===== src/rtl/fwp_pkg.sv =====
package fwp_pkg;
   typedef enum logic [1:0] {RGN_OTHER, RGN_PROG, RGN_DATA, RGN_OPT} fwp_region_e;

   localparam logic [1:0] REG_PKEY = 2'd0;
   localparam logic [1:0] REG_DKEY = 2'd1;
   localparam logic [1:0] REG_STAT = 2'd2;
   localparam logic [1:0] REG_ROP  = 2'd3;

   localparam int ST_PUNL  = 0;
   localparam int ST_DUNL  = 1;
   localparam int ST_WPERR = 2;
   localparam int ST_ROP   = 3;
endpackage


===== src/rtl/fwp_key_seq.sv =====
module fwp_key_seq #(
   parameter int unsigned KEY_W = 8,
   parameter logic [KEY_W-1:0] KEY_FIRST = 8'h56,
   parameter logic [KEY_W-1:0] KEY_SECOND = 8'hAE
) (
   input  logic             clk,
   input  logic             rst_n,
   input  logic             key_wr,
   input  logic [KEY_W-1:0] key_data,
   input  logic             relock,
   output logic             unlocked
);
   logic armed;

   always_ff @(posedge clk or negedge rst_n) begin
      if (!rst_n) begin
         armed    <= 1'b0;
         unlocked <= 1'b0;
      end else begin
         if (key_wr) begin
            if (armed) begin
               armed <= 1'b0;
               if (key_data == KEY_SECOND) unlocked <= 1'b1;
            end else begin
               armed <= (key_data == KEY_FIRST);
            end
         end
         if (relock) unlocked <= 1'b0;
      end
   end


   unlock_src_chk: assert property (@(posedge clk) disable iff (!rst_n)
      $rose(unlocked) |-> $past(key_wr && key_data == KEY_SECOND));


   seq_order_chk: assert property (@(posedge clk) disable iff (!rst_n)
      (key_wr && !armed && !unlocked && !relock) |=> !unlocked);
endmodule


===== src/rtl/fwp_addr_decode.sv =====
module fwp_addr_decode
   import fwp_pkg::*;
#(
   parameter int unsigned ADDR_W     = 16,
   parameter int unsigned BOOT_W     = 8,
   parameter int unsigned PAGE_BYTES = 64,
   parameter int unsigned PROG_BASE  = 32'h8000,
   parameter int unsigned PROG_SIZE  = 8192,
   parameter int unsigned DATA_BASE  = 32'h4000,
   parameter int unsigned DATA_SIZE  = 640,
   parameter int unsigned OPT_BASE   = 32'h4800,
   parameter int unsigned OPT_SIZE   = 128
) (
   input  logic [ADDR_W-1:0] addr,
   input  logic [BOOT_W-1:0] boot_pages,
   output fwp_region_e       region,
   output logic              boot_hit
);
   localparam int unsigned PROG_END = PROG_BASE + PROG_SIZE;
   localparam int unsigned DATA_END = DATA_BASE + DATA_SIZE;
   localparam int unsigned OPT_END  = OPT_BASE + OPT_SIZE;

   logic [31:0] addr32;
   logic [31:0] boot_lim;
   logic        in_prog, in_data, in_opt;

   always_comb begin
      addr32   = 32'(addr);
      boot_lim = PROG_BASE + 32'(boot_pages) * PAGE_BYTES;
      in_prog  = (addr32 >= PROG_BASE) && (addr32 < PROG_END);
      in_data  = (addr32 >= DATA_BASE) && (addr32 < DATA_END);
      in_opt   = (addr32 >= OPT_BASE)  && (addr32 < OPT_END);
      boot_hit = in_prog && (addr32 < boot_lim);
      if (in_prog)      region = RGN_PROG;
      else if (in_data) region = RGN_DATA;
      else if (in_opt)  region = RGN_OPT;
      else              region = RGN_OTHER;
   end
endmodule


===== src/rtl/fwp_rop_ctrl.sv =====
module fwp_rop_ctrl #(
   parameter logic ROP_INIT = 1'b0
) (
   input  logic clk,
   input  logic rst_n,
   input  logic rop_wr,
   input  logic rop_wval,
   output logic rop_active,
   output logic erase_req
);
   always_ff @(posedge clk or negedge rst_n) begin
      if (!rst_n) begin
         rop_active <= ROP_INIT;
         erase_req  <= 1'b0;
      end else begin
         erase_req <= 1'b0;
         if (rop_wr && (rop_wval != rop_active)) begin
            rop_active <= rop_wval;
            erase_req  <= 1'b1;
         end
      end
   end


   erase_on_change_chk: assert property (@(posedge clk) disable iff (!rst_n)
      (rop_active != $past(rop_active)) |-> erase_req);


   erase_cause_chk: assert property (@(posedge clk) disable iff (!rst_n)
      erase_req |-> $past(rop_wr));
endmodule


===== src/rtl/flash_wp_ctrl.sv =====
module flash_wp_ctrl
   import fwp_pkg::*;
#(
   parameter int unsigned ADDR_W      = 16,
   parameter int unsigned DATA_W      = 8,
   parameter int unsigned PAGE_BYTES  = 64,
   parameter int unsigned PROG_BASE   = 32'h8000,
   parameter int unsigned PROG_SIZE   = 8192,
   parameter int unsigned DATA_BASE   = 32'h4000,
   parameter int unsigned DATA_SIZE   = 640,
   parameter int unsigned OPT_BASE    = 32'h4800,
   parameter int unsigned OPT_SIZE    = 128,
   parameter int unsigned OPT_KEY_SEL = 1,
   parameter logic        ROP_INIT    = 1'b0,
   parameter int unsigned BOOT_W      = $clog2(PROG_SIZE / PAGE_BYTES) + 1
) (
   input  logic              clk,
   input  logic              rst_n,
   input  logic              reg_wr,
   input  logic              reg_rd,
   input  logic [1:0]        reg_addr,
   input  logic [DATA_W-1:0] reg_wdata,
   output logic [DATA_W-1:0] reg_rdata,
   input  logic [BOOT_W-1:0] boot_pages,
   input  logic              acc_valid,
   input  logic              acc_write,
   input  logic              acc_dbg,
   input  logic [ADDR_W-1:0] acc_addr,
   output logic              acc_grant,
   output logic              acc_deny,
   output logic              erase_req
);
   localparam int unsigned N_KEYS = 2;

   if ((PAGE_BYTES & (PAGE_BYTES - 1)) != 0) begin : g_bad_page
      $error("PAGE_BYTES must be a power of two");
   end
   if (PROG_SIZE % PAGE_BYTES != 0) begin : g_bad_prog
      $error("PROG_SIZE must be a whole number of pages");
   end
   if (DATA_W < 4) begin : g_bad_dw
      $error("DATA_W too narrow for status");
   end
   if (PROG_BASE + PROG_SIZE > (32'd1 << ADDR_W)) begin : g_bad_map
      $error("program area exceeds address space");
   end

   logic [N_KEYS-1:0] unl;
   logic              opt_unl;
   logic              rop_active;
   logic              wp_err;
   logic              allow;
   fwp_region_e       region;
   logic              boot_hit;

   for (genvar g = 0; g < N_KEYS; g++) begin : g_key
      fwp_key_seq #(.KEY_W(DATA_W)) u_seq (
         .clk      (clk),
         .rst_n    (rst_n),
         .key_wr   (reg_wr && reg_addr == 2'(g)),
         .key_data (reg_wdata),
         .relock   (reg_wr && reg_addr == REG_STAT && !reg_wdata[g]),
         .unlocked (unl[g])
      );
   end

   if (OPT_KEY_SEL == 1) begin : g_opt_data
      assign opt_unl = unl[ST_DUNL];
   end else begin : g_opt_prog
      assign opt_unl = unl[ST_PUNL];
   end

   fwp_addr_decode #(
      .ADDR_W(ADDR_W), .BOOT_W(BOOT_W), .PAGE_BYTES(PAGE_BYTES),
      .PROG_BASE(PROG_BASE), .PROG_SIZE(PROG_SIZE),
      .DATA_BASE(DATA_BASE), .DATA_SIZE(DATA_SIZE),
      .OPT_BASE(OPT_BASE), .OPT_SIZE(OPT_SIZE)
   ) u_dec (
      .addr       (acc_addr),
      .boot_pages (boot_pages),
      .region     (region),
      .boot_hit   (boot_hit)
   );

   fwp_rop_ctrl #(.ROP_INIT(ROP_INIT)) u_rop (
      .clk        (clk),
      .rst_n      (rst_n),
      .rop_wr     (reg_wr && reg_addr == REG_ROP),
      .rop_wval   (reg_wdata[0]),
      .rop_active (rop_active),
      .erase_req  (erase_req)
   );

   always_comb begin
      allow = 1'b1;
      if (acc_dbg && rop_active && (region == RGN_PROG || region == RGN_DATA)) begin
         allow = 1'b0;
      end else if (acc_write) begin
         unique case (region)
            RGN_PROG: allow = unl[ST_PUNL] && (acc_dbg || !boot_hit);
            RGN_DATA: allow = unl[ST_DUNL];
            RGN_OPT:  allow = opt_unl;
            default:  allow = 1'b1;
         endcase
      end
      acc_grant = acc_valid && allow;
      acc_deny  = acc_valid && !allow;
   end

   always_ff @(posedge clk or negedge rst_n) begin
      if (!rst_n) begin
         wp_err <= 1'b0;
      end else if (acc_valid && acc_write && !allow) begin
         wp_err <= 1'b1;
      end else if (reg_rd && reg_addr == REG_STAT) begin
         wp_err <= 1'b0;
      end
   end

   always_comb begin
      reg_rdata = '0;
      unique case (reg_addr)
         REG_STAT: begin
            reg_rdata[ST_PUNL]  = unl[ST_PUNL];
            reg_rdata[ST_DUNL]  = unl[ST_DUNL];
            reg_rdata[ST_WPERR] = wp_err;
            reg_rdata[ST_ROP]   = rop_active;
         end
         REG_ROP: reg_rdata[0] = rop_active;
         default: reg_rdata = '0;
      endcase
   end


   boot_guard_chk: assert property (@(posedge clk) disable iff (!rst_n)
      (acc_valid && acc_write && !acc_dbg && boot_hit) |-> !acc_grant);


   rop_block_chk: assert property (@(posedge clk) disable iff (!rst_n)
      (acc_valid && acc_dbg && rop_active && (region == RGN_PROG || region == RGN_DATA))
      |-> acc_deny);


   wperr_set_chk: assert property (@(posedge clk) disable iff (!rst_n)
      (acc_valid && acc_write && acc_deny) |=> wp_err);


   app_read_chk: assert property (@(posedge clk) disable iff (!rst_n)
      (acc_valid && !acc_write && !acc_dbg) |-> acc_grant);
endmodule


===== config.mk =====
export PLATFORM = sky130hd
export DESIGN_NAME = flash_wp_ctrl
export DESIGN_NICKNAME = d
export VERILOG_FILES = /design/src/rtl/fwp_pkg.sv /design/src/rtl/fwp_key_seq.sv /design/src/rtl/fwp_addr_decode.sv /design/src/rtl/fwp_rop_ctrl.sv /design/src/rtl/flash_wp_ctrl.sv
export SDC_FILE = /design/constraint.sdc
export NUM_CORES = 1
export LEC_CHECK = 0
export BUFFER_PORTS_ARGS = -buffer_cell sky130_fd_sc_hd__buf_2
export CAP_MARGIN = 20
export CORE_MARGIN = 2
export CORE_UTILIZATION = 47
export CTS_BUF_LIST = sky130_fd_sc_hd__clkbuf_4
export CTS_CLUSTER_SIZE = 24
export DETAILED_ROUTE_END_ITERATION = 8
export GPL_TIMING_DRIVEN = 0
export PLACE_DENSITY_LB_ADDON = 0.08
export SETUP_SLACK_MARGIN = 0.2
export SLEW_MARGIN = 20
export SYNTH_ARGS = -nofsm -noshare
export SYNTH_HDL_FRONTEND = slang
export SYNTH_HIERARCHICAL = 1
export SYNTH_SLANG_ARGS = --single-unit

===== constraint.sdc =====
create_clock -name clk -period 4.3 [get_ports clk]
set_input_delay 0.86 -clock clk [delete_from_list [all_inputs] [get_ports clk]]
set_output_delay 0.86 -clock clk [all_outputs]
set_load 0.03 [all_outputs]

==> results of run 1 <==
through the flow:
step	cells	util	hold slack, ns
finish	170	0.655	0.428
global route	170	0.655	0.427
CTS	170	0.655	0.427
detailed placement	166	0.637	0.499
global placement	166	0.637	0.465
floorplan	100	-	0.450
worst max-delay path by stage:
stage / from / endpoint / slack, ns / depth (start not counted)
6_report: acc_addr[7] / acc_deny / 0.73 / 9
2_1_floorplan: acc_addr[7] / acc_deny / 0.61 / 7
3_3_place_gp: acc_addr[7] / acc_deny / 0.77 / 9
5_1_grt: acc_addr[7] / acc_deny / 0.58 / 9
3_5_place_dp: acc_addr[7] / acc_deny / 0.70 / 9
4_1_cts: acc_addr[7] / acc_deny / 0.70 / 9
routing by layer:
metal,vias up,share of wire
met2,32,0.46
met1,356,0.46
met3,2,0.069
met5,-,0
li1,436,-
met4,0,0.0071
power by group:
group | internal, mW | total, mW | switching (mW)
Sequential | 0.0699 | 0.0732 | 0.00336
Clock | 0.0419 | 0.0696 | 0.0277
Combinational | 0.0349 | 0.0747 | 0.0399
Total | 0.147 | 0.218 | 0.0709
logic make-up (layout without fill, tap and decap cells):
| kind of cell | Yosys count | count (layout) | synth area share |
|---|---|---|---|
| buffers and inverters | 13 | 58 | 0.0759 |
| XOR/XNOR | 1 | 1 | 0.0104 |
| AND/OR/NAND/NOR | 43 | 43 | 0.317 |
| AO/OA/AOI/OAI | 17 | 17 | 0.171 |
| flip-flops | 7 | 7 | 0.208 |
| other | 1 | 4 | 0.00446 |
| adder cells (fa/ha/maj) | 11 | 11 | 0.164 |
| multiplexers | 4 | 4 | 0.0491 |
final cells by class:
type / count / share of cell area
Buffer: 4 / 0.0268
Multi-Input combinational cell: 80 / 0.548
Sequential cell: 7 / 0.157
Timing Repair Buffer: 41 / 0.183
Inverter: 9 / 0.0302
Tap cell: 25 / 0.0280
Clock buffer: 4 / 0.0268
sequential cells by signal, summed over array words and instances, names as in the netlist:
signal                cells
g_key.u_seq/armed         2
g_key.u_seq/unlocked      2
u_rop/erase_req           1
u_rop/rop_active          1
wp_err                    1
cell usage in the layout (no fill, tap or decap), types with 2 or more instances in the layout:
cell	n
nor2_1	6
nand3b_1	4
o31ai_1	2
nor4bb_1	2
mux2i_1	3
nand2b_1	3
and2_2	3
ha_1	11
inv_1	9
conb_1	4
or4_1	2
nor2b_1	3
nand3_1	4
o21ai_0	2
dfrtp_1	7
nand4b_1	2
clkbuf_4	4
nand2_1	6
buf_2	41
buf_4	4
a21o_1	2
==> results.txt, run 1 <==
Final setup slack of the worst path = 0.725 ns
Register area = 175 um^2
Die Width = 46.3 um
Clock transition time at the flip-flop clock pins of the worst setup and hold paths = 0.06 ns
H-tree depth = 1
Count leader, synth = ha_1
Slew Viols, Final = 0
Diodes inserted = 0
Number of top-level design ports = 52
Full die area = 0.00214 mm^2
Clock latency reported for the late side of the worst-skew pair = 0.25 ns
Ordered cell list for the critical path = buf_2 > or4b_1 > o22ai_1 > inv_1 > ha_1 > o21ai_2 > o211ai_2 > a21boi_0 > buf_2
RSZ-0062 raised after global routing = no
IO buf count = 41
Kind of critical path = input pin to primary output
Worst supply voltage drop on vdd = 96.9 uV
Post-placement setup slack = 0.701 ns
Max Clk Rate = 280 MHz
Total setup violations reported at the end of the flow = 0
Leakage power total = 0.586 nW
Reg-to-Reg Start = u_rop/rop_active$_DFFE_PN0P_
Result of the run = finished, final reports clean
Largest area contributor in the synthesized netlist = dfrtp_1
Starting Density = 0.492
DR pass1 iterations = 4
Total Nets Final = 198
Netlist area before placement = 841 um^2
Crit end category = primary output
Placed cell areas = 0.00109 mm^2
Num CTS Buffers = 3
Top_reg_cell synth = dfrtp_1
Initial antenna violation count = 0
Yosys warning total = 6
Most Used Layer, Global Route = met2
Pin count of the biggest net entering global routing = 8
Accumulated negative setup slack = 0 ns
Peak fanout along the critical path = 3
Cell seen most often among critical-path stages = buf_2
Crit path arrival time = 2.71 ns
# Post-CTS Setup Buffers = 0
Crit-path max cell delay = 0.50 ns
Fraction of layout instances using a drive strength above 1 = 0.400
Met1 GRT Util = 0.214
Clock tree from TritonCTS = done
Part of the Yosys area used for sequential elements = 0.208
Post-cts sizing count = 0
Hold buffer count at CTS = 0
Cell types with the largest area share after synthesis = dfrtp_1 (21%), ha_1 (16%), inv_1 (4.0%), mux2i_1 (3.6%), buf_4 (3.6%)
Final setup skew = 0.00103 ns
Area fraction of the dominant cell type after synthesis = 0.208
Clock root buffer master = clkbuf_4
M2 GR Usage = 0.292
Hold Crit Class = input pin to async pin
CP delay by family, top = compound AO/OA/AOI/OAI gates
Worst endpoint required time = 3.44 ns
Cells after Synth = 97
Layout filler cell count = 155
Gr usage total = 0.174
Power per standard cell area = 195 mW/mm^2
Endpoints failing hold = 0
Category of the worst setup path launch point = input pin
Site Rows = 15
Final ANT Viol Nets = 0
Worst reg2reg path endpoint = wp_err$_DFFE_PN0P_
Vias in the first global route = 670
Post-synth cell types = 40
Post-route minimum period = 3.57 ns
Final GP Congestion = 0.708
Post-synthesis register bit count = 7
Area inside the core boundary = 0.00171 mm^2
Max Cap Violations = 0
Average wire per cell in the routed design = 9.93 um
Slowest-stage cell, CP = or4b_1
Remaining global-route overflow = 0
Reg-to-reg slack, setup = 3.39 ns
DR DRC count = 0
Wire length of the first global-routing pass = 2660 um
Die H = 46.3 um
Detailed-placement wirelength estimate = 1530 um
Avg Synthesized Cell Area = 8.67 um^2
Global-route track usage on met3 = 0.0353
Summed area of non-filler cells in the final layout = 0.00112 mm^2
Total Power Consumption = 0.218 mW
Sinks on Clock Net = 7
Number of synthesized flops with an enable pin = 0
Via count = 826
Share of async-settable or async-resettable flops after synthesis = 1.00
Leading post-synthesis cells by instance count = ha_1 (11), inv_1 (9), dfrtp_1 (7)
Final cycle utilization of the critical path = 0.831
Buffer depth of the longest clock path = 2
Detailed-route wire length = 1690 um
Drt initial violations = 3
Area taken by multi-input logic gates = 613 um^2
Path depth of the worst reg2reg path = 3
Buffers plus inverters on the worst setup path = 3
Vias per Instance = 4.86
P&R area growth vs syn = 33.0%
(Power assumes the default switching activity.)
==> run 2, diff against run 1 <==
Settings changed: CORE_UTILIZATION 47 to 44.
Clock period 4.3 ns to 3.7 ns, I/O delays scaled along.
==> run 2 against run 1 <==
- clock skew is 0.0032 ns higher
- first-iteration DRC count up 130%
- worst hold slack worse by 0.12 ns
- die area rose by 6.2%
- total power is 16% higher
- critical endpoint unchanged
==> results.txt, run 2 (synthesized netlist as in run 1, its figures left out) <==
Pin count of the biggest net entering global routing = 8 (unchanged)
Summed area of non-filler cells in the final layout = 0.00112 mm^2 (unchanged)
Hold buffer count at CTS = 0 (unchanged)
DR DRC count = 0 (unchanged)
Average wire per cell in the routed design = 10.4 um (+4.4%)
Endpoints failing hold = 0 (unchanged)
Number of top-level design ports = 52 (unchanged)
Via count = 838 (+1.5%)
Worst endpoint required time = 2.96 ns (-0.48 ns)
Drt initial violations = 7 (+4)
Site Rows = 15 (unchanged)
Reg-to-reg slack, setup = 2.78 ns (-0.61 ns)
Total setup violations reported at the end of the flow = 0 (unchanged)
Slowest-stage cell, CP = or4b_1
Final setup skew = 0.00425 ns (+0.00322 ns)
Accumulated negative setup slack = 0 ns (unchanged)
Category of the worst setup path launch point = input pin
Most frequent cells in the layout = buf_2 (41), ha_1 (11), inv_1 (9), dfrtp_1 (7)
Power per standard cell area = 226 mW/mm^2 (+16%)
IO buf count = 41 (unchanged)
# Post-CTS Setup Buffers = 0 (unchanged)
Leakage power total = 0.586 nW (unchanged)
Vias in the first global route = 661 (-1.3%)
Final ANT Viol Nets = 0 (unchanged)
Initial antenna violation count = 0 (unchanged)
Post-cts sizing count = 0 (unchanged)
Full die area = 0.00228 mm^2 (+6.2%)
H-tree depth = 1 (unchanged)
Crit-path max cell delay = 0.52 ns (+0.02 ns)
Ordered cell list for the critical path = buf_2 > or4b_1 > o22ai_1 > inv_1 > ha_1 > o21ai_2 > o211ai_2 > a21boi_0 > buf_2
Wire length of the first global-routing pass = 2730 um (+2.6%)
Remaining global-route overflow = 0 (unchanged)
Final GP Congestion = 0.755 (+6.7%)
Total Power Consumption = 0.253 mW (+16%)
Crit path arrival time = 2.65 ns (-0.06 ns)
Registers with the most flip-flops = g_key.u_seq/armed (2), g_key.u_seq/unlocked (2)
Peak fanout along the critical path = 3 (unchanged)
Most common cell after layout, fill and taps aside = buf_2
Die Width = 47.7 um (+3.1%)
Sinks on Clock Net = 7 (unchanged)
Vias per Instance = 4.93 (+1.5%)
Hold Crit Class = input pin to async pin
Placed cell areas = 0.00109 mm^2 (unchanged)
Result of the run = finished, final reports clean
Area inside the core boundary = 0.00176 mm^2 (+3.3%)
Cell seen most often among critical-path stages = buf_2
Clock root buffer master = clkbuf_4
Max Cap Violations = 0 (unchanged)
Max Clk Rate = 295 MHz
Buffers plus inverters on the worst setup path = 3 (unchanged)
Buffer depth of the longest clock path = 2 (unchanged)
Gr usage total = 0.172 (-0.00156)
Clock transition time at the flip-flop clock pins of the worst setup and hold paths = 0.06 ns (about the same)
Worst supply voltage drop on vdd = 105 uV (+8.5%)
CP delay by family, top = compound AO/OA/AOI/OAI gates
Total Nets Final = 198 (unchanged)
DR pass1 iterations = 4 (unchanged)
Detailed-placement wirelength estimate = 1570 um (+2.9%)
Final cycle utilization of the critical path = 0.917
Detailed-route wire length = 1760 um (+4.4%)
Crit end category = primary output
Fraction of layout instances using a drive strength above 1 = 0.400 (unchanged)
Diodes inserted = 0 (unchanged)
Num CTS Buffers = 3 (unchanged)
Slew Viols, Final = 0 (unchanged)
Kind of critical path = input pin to primary output
P&R area growth vs syn = 33.0% (unchanged)
Clock tree from TritonCTS = done
RSZ-0062 raised after global routing = no
Post-route minimum period = 3.39 ns
Clock latency reported for the late side of the worst-skew pair = 0.26 ns (about the same)
Starting Density = 0.477 (-0.0157)
Die H = 47.7 um (+3.1%)
## run 2: cell counts in the layout (fill, tap and decap cells not counted)
No cell type changed its count.
## run 2: layout make-up
class / count / area, um^2
plain buffers: 4 / 30.0
clock buffers: 4 / 30.0
fillers: 174 / 646
inverters: 9 / 33.8
multi-input cells: 80 / 613
flip-flops and latches: 7 / 175
well taps: 25 / 31.3
repair buffers: 41 / 205
## run 2: worst reg2reg max path, cell delays in order, from the launching register on
cell and delay, ns:
dfrtp_1 0.43, nand3_1 0.12, a2bb2oi_1 0.18, o21ai_1 0.08
## run 2: power by group
part / switching, mW / total [mW] / internal, mW
Combinational: 0.0469 / 0.0875 / 0.0406
Sequential: 0.00412 / 0.0853 / 0.0812
Clock: 0.0315 / 0.0802 / 0.0487
Total: 0.0825 / 0.253 / 0.170
## run 2: final timing paths
check                      cells past startpoint                             start                          endpoint
setup / recovery                               9                       acc_addr[7]                          acc_deny
hold / removal                                 1                             rst_n         u_rop/erase_req$_DFF_PN0_
setup reg to reg                               3      u_rop/rop_active$_DFFE_PN0P_                wp_err$_DFFE_PN0P_
hold reg to reg                                1  g_key[0].u_seq/armed$_DFFE_PN0P_  g_key[0].u_seq/armed$_DFFE_PN0P_
max in group asynchronous                      1                             rst_n                wp_err$_DFFE_PN0P_
min in group clk                               1  g_key[0].u_seq/armed$_DFFE_PN0P_  g_key[0].u_seq/armed$_DFFE_PN0P_
## run 2: metal layers
| layer | part of all wire | wire length (um) | GRT usage |
|---|---|---|---|
| met2 | 0.45 | 787 | 0.285 |
| met4 | 0.0045 | 8 | 0.0649 |
| met1 | 0.47 | 834 | 0.220 |
| met5 | 0 | 0 | 0 |
| met3 | 0.075 | 132 | 0.0340 |
## run 2: stage by stage
stage               std cells  hold slack (ns)   util  worst slack, ns
finish                    170            0.308  0.634            0.308
global route              170            0.312  0.634            0.210
CTS                       170            0.306  0.634            0.311
detailed placement        166            0.475  0.617            0.314
global placement          166            0.465  0.617            0.410
floorplan                 100            0.444      -            0.247
==> run 3, diff against run 2 <==
Settings changed: CORE_UTILIZATION 44 to 40.
Clock period 3.7 ns to 2.8 ns, I/O delays scaled along.
==> run 3 against run 2 <==
- sequential share of layout area shrank 1.5 points
- global-route usage shrank 2.0 points
- non-clock buffer count increased by 1
- total power up 36%
- first-iteration DRC count fell by 43%
- clock power up 25%
- register-to-register slack got worse by 0.91 ns
- sequential cell count unchanged
- cell area grew 11%
- utilization is 0.78 points lower
- largest cell class unchanged
==> results.txt, run 3 (synthesized netlist as in run 1, its figures left out) <==
Die Width = 49.8 um (+4.5%)
Category of the worst setup path launch point = input pin
Slowest-stage cell, CP = or4b_4
DR DRC count = 0 (unchanged)
Hold buffer count at CTS = 0 (unchanged)
Register area = 175 um^2 (unchanged)
Post-route minimum period = 2.75 ns
Clock root buffer master = clkbuf_4
Clock latency reported for the late side of the worst-skew pair = 0.25 ns (about the same)
Path depth of the worst reg2reg path = 3 (unchanged)
Most frequent cells in the layout = buf_2 (38), inv_1 (7), ha_1 (7), dfrtp_1 (7), nand2_1 (6)
IO buf count = 41 (unchanged)
Vias per Instance = 4.76 (-3.4%)
Detailed-route wire length = 1700 um (-3.3%)
Diodes inserted = 0 (unchanged)
Pin count of the biggest net entering global routing = 8 (unchanged)
Detailed-placement wirelength estimate = 1490 um (-5.5%)
Summed area of non-filler cells in the final layout = 0.00124 mm^2 (+11%)
Clock transition time at the flip-flop clock pins of the worst setup and hold paths = 0.05 ns (about the same)
Via count = 824 (-1.7%)
Worst endpoint required time = 2.24 ns (-0.72 ns)
Number of top-level design ports = 52 (unchanged)
Fraction of layout instances using a drive strength above 1 = 0.500 (+0.100)
Crit end category = primary output
P&R area growth vs syn = 47.6%
Placed cell areas = 0.00113 mm^2 (+3.4%)
Buffer depth of the longest clock path = 2 (unchanged)
DR pass1 iterations = 4 (unchanged)
Sinks on Clock Net = 7 (unchanged)
Remaining global-route overflow = 0 (unchanged)
Starting Density = 0.424 (-0.0524)
Routed length on met3 = 137 um (+3.8%)
Accumulated negative setup slack = 0 ns (unchanged)
Peak fanout along the critical path = 3 (unchanged)
Worst reg2reg path endpoint = wp_err$_DFFE_PN0P_
Initial antenna violation count = 0 (unchanged)
Drt initial violations = 4 (-3)
Area inside the core boundary = 0.00198 mm^2 (+12%)
Final cycle utilization of the critical path = 0.981
Crit-path max cell delay = 0.53 ns (about the same)
Num CTS Buffers = 3 (unchanged)
Average wire per cell in the routed design = 9.84 um (-5.0%)
Kind of critical path = input pin to primary output
Gr usage total = 0.152 (-0.0198)
Reg-to-Reg Start = u_rop/rop_active$_DFFE_PN0P_
Area taken by multi-input logic gates = 707 um^2 (+15%)
Site Rows = 16 (+1)
Full die area = 0.00248 mm^2 (+9.1%)
Power per standard cell area = 277 mW/mm^2 (+23%)
Max Cap Violations = 0 (unchanged)
Met2 routed wirelength = 730 um (-7.2%)
Endpoints failing hold = 0 (unchanged)
Reg-to-reg slack, setup = 1.87 ns (-0.91 ns)
Final GP Congestion = 0.772 (+2.3%)
Layout filler cell count = 191 (+9.8%)
Utilization after layout = 0.626 (-0.00778)
Wire length of the first global-routing pass = 2990 um (+9.6%)
Highest routing layer actually used = met3
Worst supply voltage drop on vdd = 256 uV (+140%)
Most common cell after layout, fill and taps aside = buf_2
Hold Crit Class = input pin to async pin
Crit path arrival time = 2.19 ns (-0.46 ns)
RSZ-0062 raised after global routing = yes
Vias in the first global route = 735 (+11%)
Ordered cell list for the critical path = buf_2 > or4b_4 > o22ai_4 > buf_4 > ha_2 > o21ai_4 > o211ai_4 > and3_4 > buf_6
Final setup skew = 0.00366 ns (-0.000590 ns)
Result of the run = finished, final reports clean
Registers with the most flip-flops = g_key.u_seq/armed (2), g_key.u_seq/unlocked (2)
Routed metal-1 wire length = 835 um (+0.12%)
Leakage power total = 0.600 nW (+2.5%)
H-tree depth = 1 (unchanged)
Die H = 49.8 um (+4.5%)
Worst hold margin = 0.135 ns (-0.172 ns)
Slew Viols, Final = 0 (unchanged)
Total setup violations reported at the end of the flow = 0 (unchanged)
Total Nets Final = 199 (+0.51%)
Clock tree from TritonCTS = done
Final ANT Viol Nets = 0 (unchanged)
Max Clk Rate = 364 MHz
run 3: cell count changes in the layout (fill, tap and decap cells not counted), moves of 2 or more:
cell	previous run	this run
buf_2	41	38
ha_2	0	3
inv_2	0	2
inv_1	9	7
ha_1	11	7
buf_6	0	3
run 3: routing by layer:
metal,vias to the layer above,global-route usage
met1,349,0.209
met3,0,0.0485
met2,32,0.236
met5,-,0
li1,443,-
met4,0,0.0278
run 3: worst max path at each step:
stage	startpoint	endpoint	slack, ns
2_1_floorplan	acc_addr[9]	acc_deny	0.17
3_3_place_gp	acc_addr[9]	acc_grant	-0.11
3_5_place_dp	acc_addr[9]	acc_grant	-0.16
4_1_cts	acc_addr[8]	acc_grant	0.05
5_1_grt	boot_pages[2]	acc_grant	-0.01
6_report	acc_addr[8]	acc_grant	0.05
run 3: worst max-delay path, delay by kind of cell:
family	cells	cell delay, ns
simple gates	2	0.74
buf+inv	3	0.38
compound gates	3	0.33
fa+ha+maj	1	0.18
run 3: repair_timing:
item / 4_1_cts / 5_1_grt
setup endpoints to repair: 2 / 2
buffers inserted: 1 / 0
resized for setup: 14 / 4
pin swaps: 8 / 2
run 3: area by class of cell:
class | instances | area share
multi-input cells | 80 | 0.570
repair buffers | 42 | 0.186
flip-flops and latches | 7 | 0.141
inverters | 9 | 0.0272
well taps | 27 | 0.0272
clock buffers | 4 | 0.0242
plain buffers | 4 | 0.0242
run 3: through the flow:
step                      total power [mW]  worst slack (ns)  instances
after floorplan                      0.186             0.170        100
after global placement               0.231            -0.111        168
after detailed placement             0.235            -0.163        168
after CTS                            0.350            0.0479        173
after global routing                 0.373           -0.0138        173
final                                0.344            0.0530        173
run 3: where the power goes:
group / leakage, nW / switching [mW] / internal, mW / total, mW
combinational: 0.488 / 0.0671 / 0.0626 / 0.130
clock: 0.0184 / 0.0364 / 0.0640 / 0.100
sequential: 0.0943 / 0.00674 / 0.107 / 0.114
